--- config.mk ---
export PLATFORM = sky130hd
export DESIGN_NAME = alc_exec_unit
export DESIGN_NICKNAME = d
export VERILOG_FILES = /design/src/rtl/alc_pkg.sv /design/src/rtl/alc_func_unit.sv /design/src/rtl/alc_shifter.sv /design/src/rtl/alc_skip_eval.sv /design/src/rtl/alc_exec_unit.sv
export SDC_FILE = /design/constraint.sdc
export NUM_CORES = 1
export LEC_CHECK = 0
export CAP_MARGIN = 20
export CELL_PAD_IN_SITES_DETAIL_PLACEMENT = 0
export CELL_PAD_IN_SITES_GLOBAL_PLACEMENT = 1
export CORE_UTILIZATION = 46
export DETAILED_ROUTE_END_ITERATION = 10
export PLACE_DENSITY = 0.87
export SLEW_MARGIN = 20
export SYNTH_ARGS = -nofsm -noshare
export SYNTH_HDL_FRONTEND = slang
export SYNTH_SLANG_ARGS = --single-unit
--- constraint.sdc ---
create_clock -name clk -period 14.98 [get_ports clk]
set_input_delay 2.996 -clock clk [delete_from_list [all_inputs] [get_ports clk]]
set_output_delay 2.996 -clock clk [all_outputs]
set_load 0.01 [all_outputs]
--- src/rtl/alc_pkg.sv ---
package alc_pkg;

    localparam int WORD_W   = 16;
    localparam int BYTE_W   = WORD_W / 2;
    localparam int NUM_AC   = 4;
    localparam int AC_IDX_W = $clog2(NUM_AC);

    typedef logic [WORD_W-1:0] word_t;

    typedef enum logic [2:0] {
        FN_COM = 3'd0,
        FN_NEG = 3'd1,
        FN_MOV = 3'd2,
        FN_INC = 3'd3,
        FN_ADC = 3'd4,
        FN_SUB = 3'd5,
        FN_ADD = 3'd6,
        FN_AND = 3'd7
    } func_e;

    typedef enum logic [1:0] {
        SH_NONE = 2'd0,
        SH_ROL  = 2'd1,
        SH_ROR  = 2'd2,
        SH_SWAP = 2'd3
    } shift_e;

    typedef enum logic [1:0] {
        CY_KEEP = 2'd0,
        CY_ZERO = 2'd1,
        CY_ONE  = 2'd2,
        CY_FLIP = 2'd3
    } cyctl_e;

    typedef enum logic [2:0] {
        SK_NEVER  = 3'd0,
        SK_ALWAYS = 3'd1,
        SK_CZERO  = 3'd2,
        SK_CSET   = 3'd3,
        SK_RZERO  = 3'd4,
        SK_RNZ    = 3'd5,
        SK_EITHER = 3'd6,
        SK_BOTH   = 3'd7
    } skip_e;

    // Packed MSB-first, so a cast of the instruction word yields the fields.
    typedef struct packed {
        logic                is_alc;
        logic [AC_IDX_W-1:0] src;
        logic [AC_IDX_W-1:0] dst;
        func_e               fn;
        shift_e              sh;
        cyctl_e              cy;
        logic                no_load;
        skip_e               sk;
    } alc_fields_t;

    typedef struct packed {
        logic  c;
        word_t r;
    } cr_t;

    function automatic alc_fields_t decode(input word_t w);
        return alc_fields_t'(w);
    endfunction

    function automatic logic precondition(input logic c, input cyctl_e cy);
        case (cy)
            CY_ZERO: return 1'b0;
            CY_ONE:  return 1'b1;
            CY_FLIP: return ~c;
            default: return c;
        endcase
    endfunction

endpackage

--- src/rtl/alc_func_unit.sv ---
module alc_func_unit
    import alc_pkg::*;
(
    input  func_e fn,
    input  word_t src_val,
    input  word_t dst_val,
    input  logic  base_c,
    output cr_t   res
);
    logic [WORD_W-1:0] opa, opb;
    logic              cin;
    logic [WORD_W:0]   sum;

    always_comb begin
        opa = src_val;
        opb = '0;
        cin = 1'b0;
        case (fn)
            FN_COM: opa = ~src_val;
            FN_NEG: begin opa = ~src_val; cin = 1'b1; end
            FN_MOV: opa = src_val;
            FN_INC: cin = 1'b1;
            FN_ADC: begin opa = ~src_val; opb = dst_val; end
            FN_SUB: begin opa = ~src_val; opb = dst_val; cin = 1'b1; end
            FN_ADD: opb = dst_val;
            default: ;
        endcase
        sum = {1'b0, opa} + {1'b0, opb} + {{WORD_W{1'b0}}, cin};
        if (fn == FN_AND) begin
            res.r = src_val & dst_val;
            res.c = base_c;
        end else begin
            res.r = sum[WORD_W-1:0];
            res.c = base_c ^ sum[WORD_W];
        end
    end
endmodule

--- src/rtl/alc_shifter.sv ---
module alc_shifter
    import alc_pkg::*;
(
    input  shift_e sh,
    input  cr_t    din,
    output cr_t    dout
);
    always_comb begin
        case (sh)
            SH_ROL:  dout = {din.r, din.c};
            SH_ROR:  dout = {din.r[0], din.c, din.r[WORD_W-1:1]};
            SH_SWAP: dout = {din.c, din.r[BYTE_W-1:0], din.r[WORD_W-1:BYTE_W]};
            default: dout = din;
        endcase
    end
endmodule

--- src/rtl/alc_skip_eval.sv ---
module alc_skip_eval
    import alc_pkg::*;
(
    input  skip_e sel,
    input  cr_t   val,
    output logic  take
);
    logic rz;
    assign rz = (val.r == '0);

    always_comb begin
        case (sel)
            SK_ALWAYS: take = 1'b1;
            SK_CZERO:  take = ~val.c;
            SK_CSET:   take = val.c;
            SK_RZERO:  take = rz;
            SK_RNZ:    take = ~rz;
            SK_EITHER: take = ~val.c | rz;
            SK_BOTH:   take = val.c & ~rz;
            default:   take = 1'b0;
        endcase
    end
endmodule

--- src/rtl/alc_exec_unit.sv ---
module alc_exec_unit
    import alc_pkg::*;
(
    input  logic                     clk,
    input  logic                     rst,
    input  logic                     start_i,
    input  logic [WORD_W-1:0]        instr_i,
    output logic                     done_o,
    output logic                     skip_o,
    output logic                     carry_o,
    output logic [NUM_AC*WORD_W-1:0] acc_o
);
    alc_fields_t f;
    logic        accept;
    word_t       ac_q [NUM_AC];
    logic        carry_q, skip_q, done_q;
    logic        base_c, skip_now;
    cr_t         fn_res, sh_res;

    assign f      = decode(instr_i);
    assign accept = start_i & f.is_alc;
    assign base_c = precondition(carry_q, f.cy);

    alc_func_unit u_func (
        .fn      (f.fn),
        .src_val (ac_q[f.src]),
        .dst_val (ac_q[f.dst]),
        .base_c  (base_c),
        .res     (fn_res)
    );

    alc_shifter u_shift (
        .sh   (f.sh),
        .din  (fn_res),
        .dout (sh_res)
    );

    alc_skip_eval u_skip (
        .sel  (f.sk),
        .val  (sh_res),
        .take (skip_now)
    );

    always_ff @(posedge clk) begin
        if (rst) begin
            carry_q <= 1'b0;
            skip_q  <= 1'b0;
            done_q  <= 1'b0;
            for (int k = 0; k < NUM_AC; k++) ac_q[k] <= '0;
        end else begin
            done_q <= accept;
            if (accept) begin
                skip_q <= skip_now;
                if (!f.no_load) begin
                    carry_q <= sh_res.c;
                    for (int k = 0; k < NUM_AC; k++)
                        if (f.dst == AC_IDX_W'(k)) ac_q[k] <= sh_res.r;
                end
            end
        end
    end

    for (genvar g = 0; g < NUM_AC; g++) begin : g_acc_out
        assign acc_o[g*WORD_W +: WORD_W] = ac_q[g];
    end

    assign done_o  = done_q;
    assign skip_o  = skip_q;
    assign carry_o = carry_q;


    done_after_start_chk: assert property (@(posedge clk) disable iff (rst)
        done_o |-> $past(start_i && instr_i[15]));


    foreign_word_ignored_chk: assert property (@(posedge clk) disable iff (rst)
        (start_i && !instr_i[15]) |=> ($stable(acc_o) && $stable(carry_o) && !done_o));


    noload_hold_chk: assert property (@(posedge clk) disable iff (rst)
        (start_i && instr_i[15] && instr_i[3]) |=> ($stable(acc_o) && $stable(carry_o)));


    skip_always_chk: assert property (@(posedge clk) disable iff (rst)
        (start_i && instr_i[15] && instr_i[2:0] == 3'd1) |=> skip_o);


    skip_never_chk: assert property (@(posedge clk) disable iff (rst)
        (start_i && instr_i[15] && instr_i[2:0] == 3'd0) |=> !skip_o);


    and_forced_carry_chk: assert property (@(posedge clk) disable iff (rst)
        (start_i && instr_i[15] && instr_i[10:8] == 3'd7 && instr_i[7:6] == 2'd0
         && instr_i[5:4] == 2'd2 && !instr_i[3]) |=> carry_o);
endmodule

======== After elaboration in Yosys (flattened, before gate mapping) ========
Memories as Yosys holds them, arrays and structs flattened.
Cells that the tools add are included.
storage, ports and cells
  bits in registers ....................... 3
  latch bits .............................. 0
  bits in writable memories ............... 64
  bits in read-only memories .............. 0
  input port bits ......................... 19
  output and inout bits ................... 67
  word-level logic and storage cells ...... 82
  memories kept ........................... 1
memory list
  memory  depth  width  rd ports  clocked after memory_dff  wr ports  line                 source
  ac_q    4      16     6         0                         4         alc_exec_unit.sv:15  word_t ac_q [NUM_AC];
operators by class
  add/subtract/negate cells ............... 2
  $mul .................................... 0
  div/mod/pow operators ................... 0
  order comparisons ....................... 0
  equal/unequal tests ..................... 22
  shifts and indexed selects .............. 0
  mux-type cells .......................... 33
  bitwise operators ....................... 14
  reduce and logical (&&, ||, !) cells .... 7
operator list
  operator                                        count
  2-to-1 mux 16 bit                               6
  one-hot mux 17 bit (3 select lines)             1
  == test 3 bit (second input constant)           8
  2-to-1 mux 1 bit                                23
  adder 16 x 16 -> 17 bit                         1
  adder 17 x 1 -> 17 bit                          1
  2-to-1 mux 17 bit                               1
  bitwise AND 16 bit                              1
  zero test 16 bit                                1
  inverter 16 bit                                 1
  == test 2 bit (second input constant)           6
  == test 3 x 2 -> 1 bit (second input constant)  3
  one-hot mux 1 bit (7 select lines)              1
  == test 2 x 1 -> 1 bit (second input constant)  3
  == test 3 x 1 -> 1 bit (second input constant)  2
  OR reduction 3 bit                              2
  bitwise OR 1 bit                                5
  inverter 1 bit                                  4
  OR reduction 4 bit                              1
  zero test 3 bit                                 1
  one-hot mux 1 bit (3 select lines)              1
  bitwise AND 1 bit                               2
  zero test 2 bit                                 1
  AND reduction 2 bit                             1
  bitwise XOR 1 bit                               1

======== Logic depth before layout (Yosys ltp) ========
  depth in word-level cells ............... 12
  depth in mapped cells ................... 16
  gate-level depth less buffers ........... 14

======== Hierarchy ========
From an unflattened synthesis, not the netlist that was laid out.
unflattened totals
  cell total of the unflattened synthesis .. 423
  area, all modules ....................... 5,215.0 µm²
by module, submodules not included
  module         instances  cells each  area each (µm²)  sequential area each (µm²)
  alc_exec_unit  1          204         3,417.0          1,981.9
  alc_func_unit  1          185         1,255.0          0.0
  alc_shifter    1          24          466.7            0.0
  alc_skip_eval  1          10          76.3             0.0

======== Worst setup path after synthesis ========
No wires, ideal clock.
  path type ............................... input-to-reg
  from .................................... in instr_i[14]
  to ...................................... reg skip_q, in the netlist skip_o
  library setup time ...................... 125 ps
  data arrival time ....................... 7,456 ps
  data required time ...................... 14,855 ps
  path slack .............................. 7,398 ps
  stages .................................. 16
  path through ............................ clkbuf_1 -> buf_1 -> mux4_2 -> xor2_1 -> fa_1 -> fa_1 -> nand2b_1 -> a211oi_2 -> o2111a_1 -> o31a_1 -> o311ai_1 -> a32oi_2 -> o211ai_1 -> or4_4 -> o311a_1 -> o41a_1
on the way
  cells in the longest elaborated chain, start to end .. 12
  elaborated cells between the ends (all ways) .. 15
  classes of those cells .................. 2 x add/sub; 4 x mux; 7 x bitwise; 1 x reduce/logical; 1 x memory
ends and longest elaborated chain
  item                                   line                                      source
  start: declaration                     alc_exec_unit.sv:7                        input logic [WORD_W-1:0] instr_i,
  memory (4 x 16 bit) *                  -
  inverter 16 bit                        -
  2-to-1 mux 16 bit                      -
  adder 16 x 16 -> 17 bit                alc_func_unit.sv:28                       sum = {1'b0, opa} + {1'b0, opb} + {{WORD_W{1'b0}}, cin};
  adder 17 x 1 -> 17 bit                 alc_func_unit.sv:28
  bitwise XOR 1 bit                      alc_func_unit.sv:34                       res.c = base_c ^ sum[WORD_W];
  2-to-1 mux 17 bit *                    alc_func_unit.sv:29                       if (fn == FN_AND) begin
  one-hot mux 17 bit (3 select lines) *  alc_shifter.sv:9                          case (sh)
  zero test 16 bit                       alc_skip_eval.sv:9                        assign rz = (val.r == '0);
  inverter 1 bit                         alc_skip_eval.sv:17, alc_skip_eval.sv:19
  bitwise AND 1 bit                      alc_skip_eval.sv:19                       SK_BOTH: take = val.c & ~rz;
  one-hot mux 1 bit (7 select lines) *   alc_skip_eval.sv:12                       case (sel)
  end signal: assignment                 alc_exec_unit.sv:53                       skip_q <= skip_now;
  end: declaration                       alc_exec_unit.sv:16                       logic carry_q, skip_q, done_q;
Mark *: on every way between the ends. The rest lies on a longest branch, timed or not.
A chain may end at the register's enable or synchronous reset.

======== Worst setup path after layout ========
  from .................................... in instr_i[9]
  to ...................................... reg skip_q, in the netlist skip_o
on the way
  cells in the longest elaborated chain, start to end .. 12
  elaborated cells between the ends (all ways) .. 24
  classes of those cells .................. 2 x add/sub; 6 x eq/ne; 6 x mux; 5 x bitwise; 5 x reduce/logical
ends and longest elaborated chain
  item                                                                              line                                      source
  == test 3 bit, or another cell as far along                                       alc_func_unit.sv:18                       case (fn)
  OR reduction 4 bit (no source line) / OR reduction 3 bit (equally long branches)  -
  2-to-1 mux 16 bit (on tied branches)                                              -
  adder 16 x 16 -> 17 bit                                                           alc_func_unit.sv:28
  adder 17 x 1 -> 17 bit                                                            alc_func_unit.sv:28
  bitwise XOR 1 bit                                                                 alc_func_unit.sv:34
  2-to-1 mux 17 bit *                                                               alc_func_unit.sv:29
  one-hot mux 17 bit (3 select lines) *                                             alc_shifter.sv:9
  zero test 16 bit                                                                  alc_skip_eval.sv:9
  inverter 1 bit                                                                    alc_skip_eval.sv:17, alc_skip_eval.sv:19
  bitwise AND 1 bit                                                                 alc_skip_eval.sv:19
  one-hot mux 1 bit (7 select lines) *                                              alc_skip_eval.sv:12
Marked as above.

==> flow_summary.yaml <==
global_route:
  first_global_vias: 4722
  grt_use_met1_pct: 39.3
  antenna_found_initial: 0
  top_usage_layer: "met2"
  groute.layer.met2.usage_pct: 45.5
  grt-ovfl-total: 0
  grt_pass1_wl_um: 26600
  gr-usage-met3_pct: 4.56
  grtUsageTotal_pct: 28.3
  grt_max_degree: 34
clock_tree:
  cts-root-buf: "clkbuf_16"
  ctsHoldBuffers: 0
  numCtsBuffers: 9
  clockBufferDepth: 2
  cts-resized-gates: 0
  clkLatencyLatePin_ps: 330
  clk_pin_slew_ps: 50
  clock-sinks: 67
  cts_tree: "built"
  post-cts-setup-buffers: 0
  htree_num_levels: 3
detailed_routing:
  drt-pass1-iter-count: 7
  vias_per_cell: 6.46
  drt_wl_total_um: 17000
  postRouteAntennaNets: 0
  first_iter_violations: 544
  wl_per_cell_um: 22.6
  drc_errors: 0
  dr_total_vias: 4879
worst_setup_path:
  cp.required_ps: 15200
  critical_path_class: "input pin to flip-flop"
  critPathMostFrequentCell: "fa_1"
  reg2reg_slack_ps: 9560
  cp_top_family: "compound AO/OA/AOI/OAI gates"
  crit_fanout: 20
  endpoint_kind: "flip-flop"
  start_kind: "input pin"
  critPathBufInv: 2
  slowest_stage: "clkdlybuf4s50_1"
  crit-reg2reg-launch: "ac_q[0][0]"
  crit_chain: "clkdlybuf4s50_1 -> a21boi_0 -> buf_4 -> nand2_1 -> fa_1 -> fa_1 -> nand2b_1 -> a211oi_2 -> o211ai_1 -> a21oi_1 -> xnor2_1 -> mux2_2 -> o21ai_0 -> nand3_1 -> o311a_1 -> o41a_1"
  r2r_cells: 14
  reg2reg_to: "skip_o"
  worstPathArrival_ps: 8840
  max_stage_delay_ps: 980
hold_path:
  holdPathEnd: "carry_o"
  hp-class: "flip-flop to flip-flop"
  min_from: "carry_o"
  holdPathStages: 2
synthesis:
  avgSynthCellArea_um2: 10.0
  synthFlopType: "edfxtp_1"
  syn-cell-area_mm2: 0.00541
  synth_cell_type_count: 70
  seq_area_frac_synth_pct: 36.6
  synthArstFlopShare_pct: 0
  synth-edff-count: 64
  synth_nets: 576
  syn_inst: 540
  ys_seq_elements: 67
  yosys_warnings: 0
sta:
  fin_skew_ps: 8.83
  worstMarginPinSlew_ps: 1110
  rsz0062_at_grt: "false"
  slew_headroom_pct: 25.4
  slew_viol_final: 0
  fin_crit_ps: 8620
  hold_viol: 0
  setup_viol_count_final: 0
  period_share_pct: 57.5
  max_freq_mhz: 116
  fin_tns_setup_ps: 0
place:
  dp_hpwl_um: 12700
  port_buffers: 85
  place.gp.congestion: 0.952
  dpl-instance-area_mm2: 0.00632
layout:
  drive_gt1_share_pct: 9.48
  n_antenna_cell: 0
  fill_cells: 985
  stdcell_area_mm2: 0.00664
  finalNetCount: 643
  syn_to_final_growth_pct: 22.7
floorplan:
  core_mm2: 0.0114
  die_y_um: 110
  row_count: 39
  die_w_um: 110
  io_pins: 86
  initial_utilization_pct: 47.4
  dieArea_mm2: 0.0122
power:
  power.density_mw_per_mm2: 98.4
  peakVddDrop_mv: 0.0965
  power_leakage_nw: 2.48
flow_run:
  max_cap_violations: 0
run_status:
  status: "finished, final reports clean"
==> metal layers <==
metal  share of wire [%]  vias up
li1                    -     2210
met1                  41     2382
met2                  48      267
met3                 9.0       20
met4                 1.8        0
met5                   0        -
==> tightest hold or removal path, cell delays in order (launching register included) <==
cell and delay, ps:
dfxtp_1 320, o21ai_0 80, a21oi_1 60
==> through the flow <==
stage                     instances  hold WS [ps]  util (%)  power, W  setup WS, ps
after floorplan                 540           520         -  0.000362          7400
after global placement          739           499      55.3  0.000428          6170
after detailed placement        739           504      55.3  0.000429          6100
after CTS                       755           510      58.1  0.000650          6420
after global routing            755           523      58.1  0.000680          6020
final                           755           517      58.1  0.000653          6360
==> logic make-up after synthesis <==
| kind of cell | synth area share [%] |
|---|---|
| xor gates and xnor gates | 3.08 |
| muxes | 15.1 |
| AOI/OAI and AO/OA | 17.3 |
| buffers and inverters | 3.79 |
| and+or+nand+nor | 19.9 |
| DFF | 36.6 |
| adders and majority gates | 4.21 |
==> worst max-delay path by stage <==
stage              to  cells past startpoint  slack, ps         from
2_1_floorplan  skip_o                     16       7400  instr_i[14]
3_3_place_gp   skip_o                     16       6170   instr_i[9]
3_5_place_dp   skip_o                     16       6100   instr_i[9]
4_1_cts        skip_o                     16       6420   instr_i[9]
5_1_grt        skip_o                     16       6020   instr_i[9]
6_report       skip_o                     16       6360   instr_i[9]
==> placed cells by master (no fill, tap or decap), drive strengths merged, types with 16 or more instances in the layout <==
cell type,netlist,layout
nand3,27,27
clkdlybuf4s50,0,85
xnor2,16,16
edfxtp,64,64
nand2,40,40
o21ai,27,27
a21oi,25,25
mux4,32,32
nor2,90,90
and2,21,21
==> state kept, by name, indices dropped and copies added (netlist names) <==
name / cells
ac_q: 64
carry_o: 1
done_o: 1
skip_o: 1
==> Yosys cell counts (3+ instances only) <==
cell	n	area (um^2)
mux4_2	18	405
a211oi_1	6	45.0
a31oi_1	7	43.8
nand2_1	40	150
or3_1	4	25.0
o21ai_0	26	130
a21o_1	5	37.5
nand2b_1	6	37.5
clkbuf_1	20	75.1
and2_1	20	125
xor2_1	3	26.3
nor3_1	9	45.0
inv_1	9	33.8
edfxtp_1	64	1920
and3_1	8	50.1
nor2b_1	5	31.3
buf_2	5	25.0
a311oi_1	3	26.3
o31a_1	4	35.0
dfxtp_1	3	60.1
xnor2_1	16	140
nor2_1	90	338
buf_6	3	33.8
a31o_2	3	26.3
a21oi_1	25	125
buf_1	5	18.8
ha_1	15	188
nand3_1	27	135
o211ai_1	9	67.6
nor4_1	3	18.8
mux4_1	14	368
o21a_1	9	67.6
==> cell type report <==
type,instances,area [um^2],share of cell area (%)
Tap cell,143,179,2.70
Timing Repair Buffer,91,896,13.5
Inverter,10,37.5,0.566
Clock inverter,6,90.1,1.36
Multi-Input combinational cell,428,3220,48.6
Sequential cell,67,1980,29.9
Clock buffer,10,229,3.45
==> report_power, final <==
part	switching (W)	internal, W
Sequential	0.00000725	0.000214
Clock	0.0000764	0.000146
Combinational	0.000124	0.0000854
Total	0.000208	0.000445
Power figures use the tool's default switching activity.
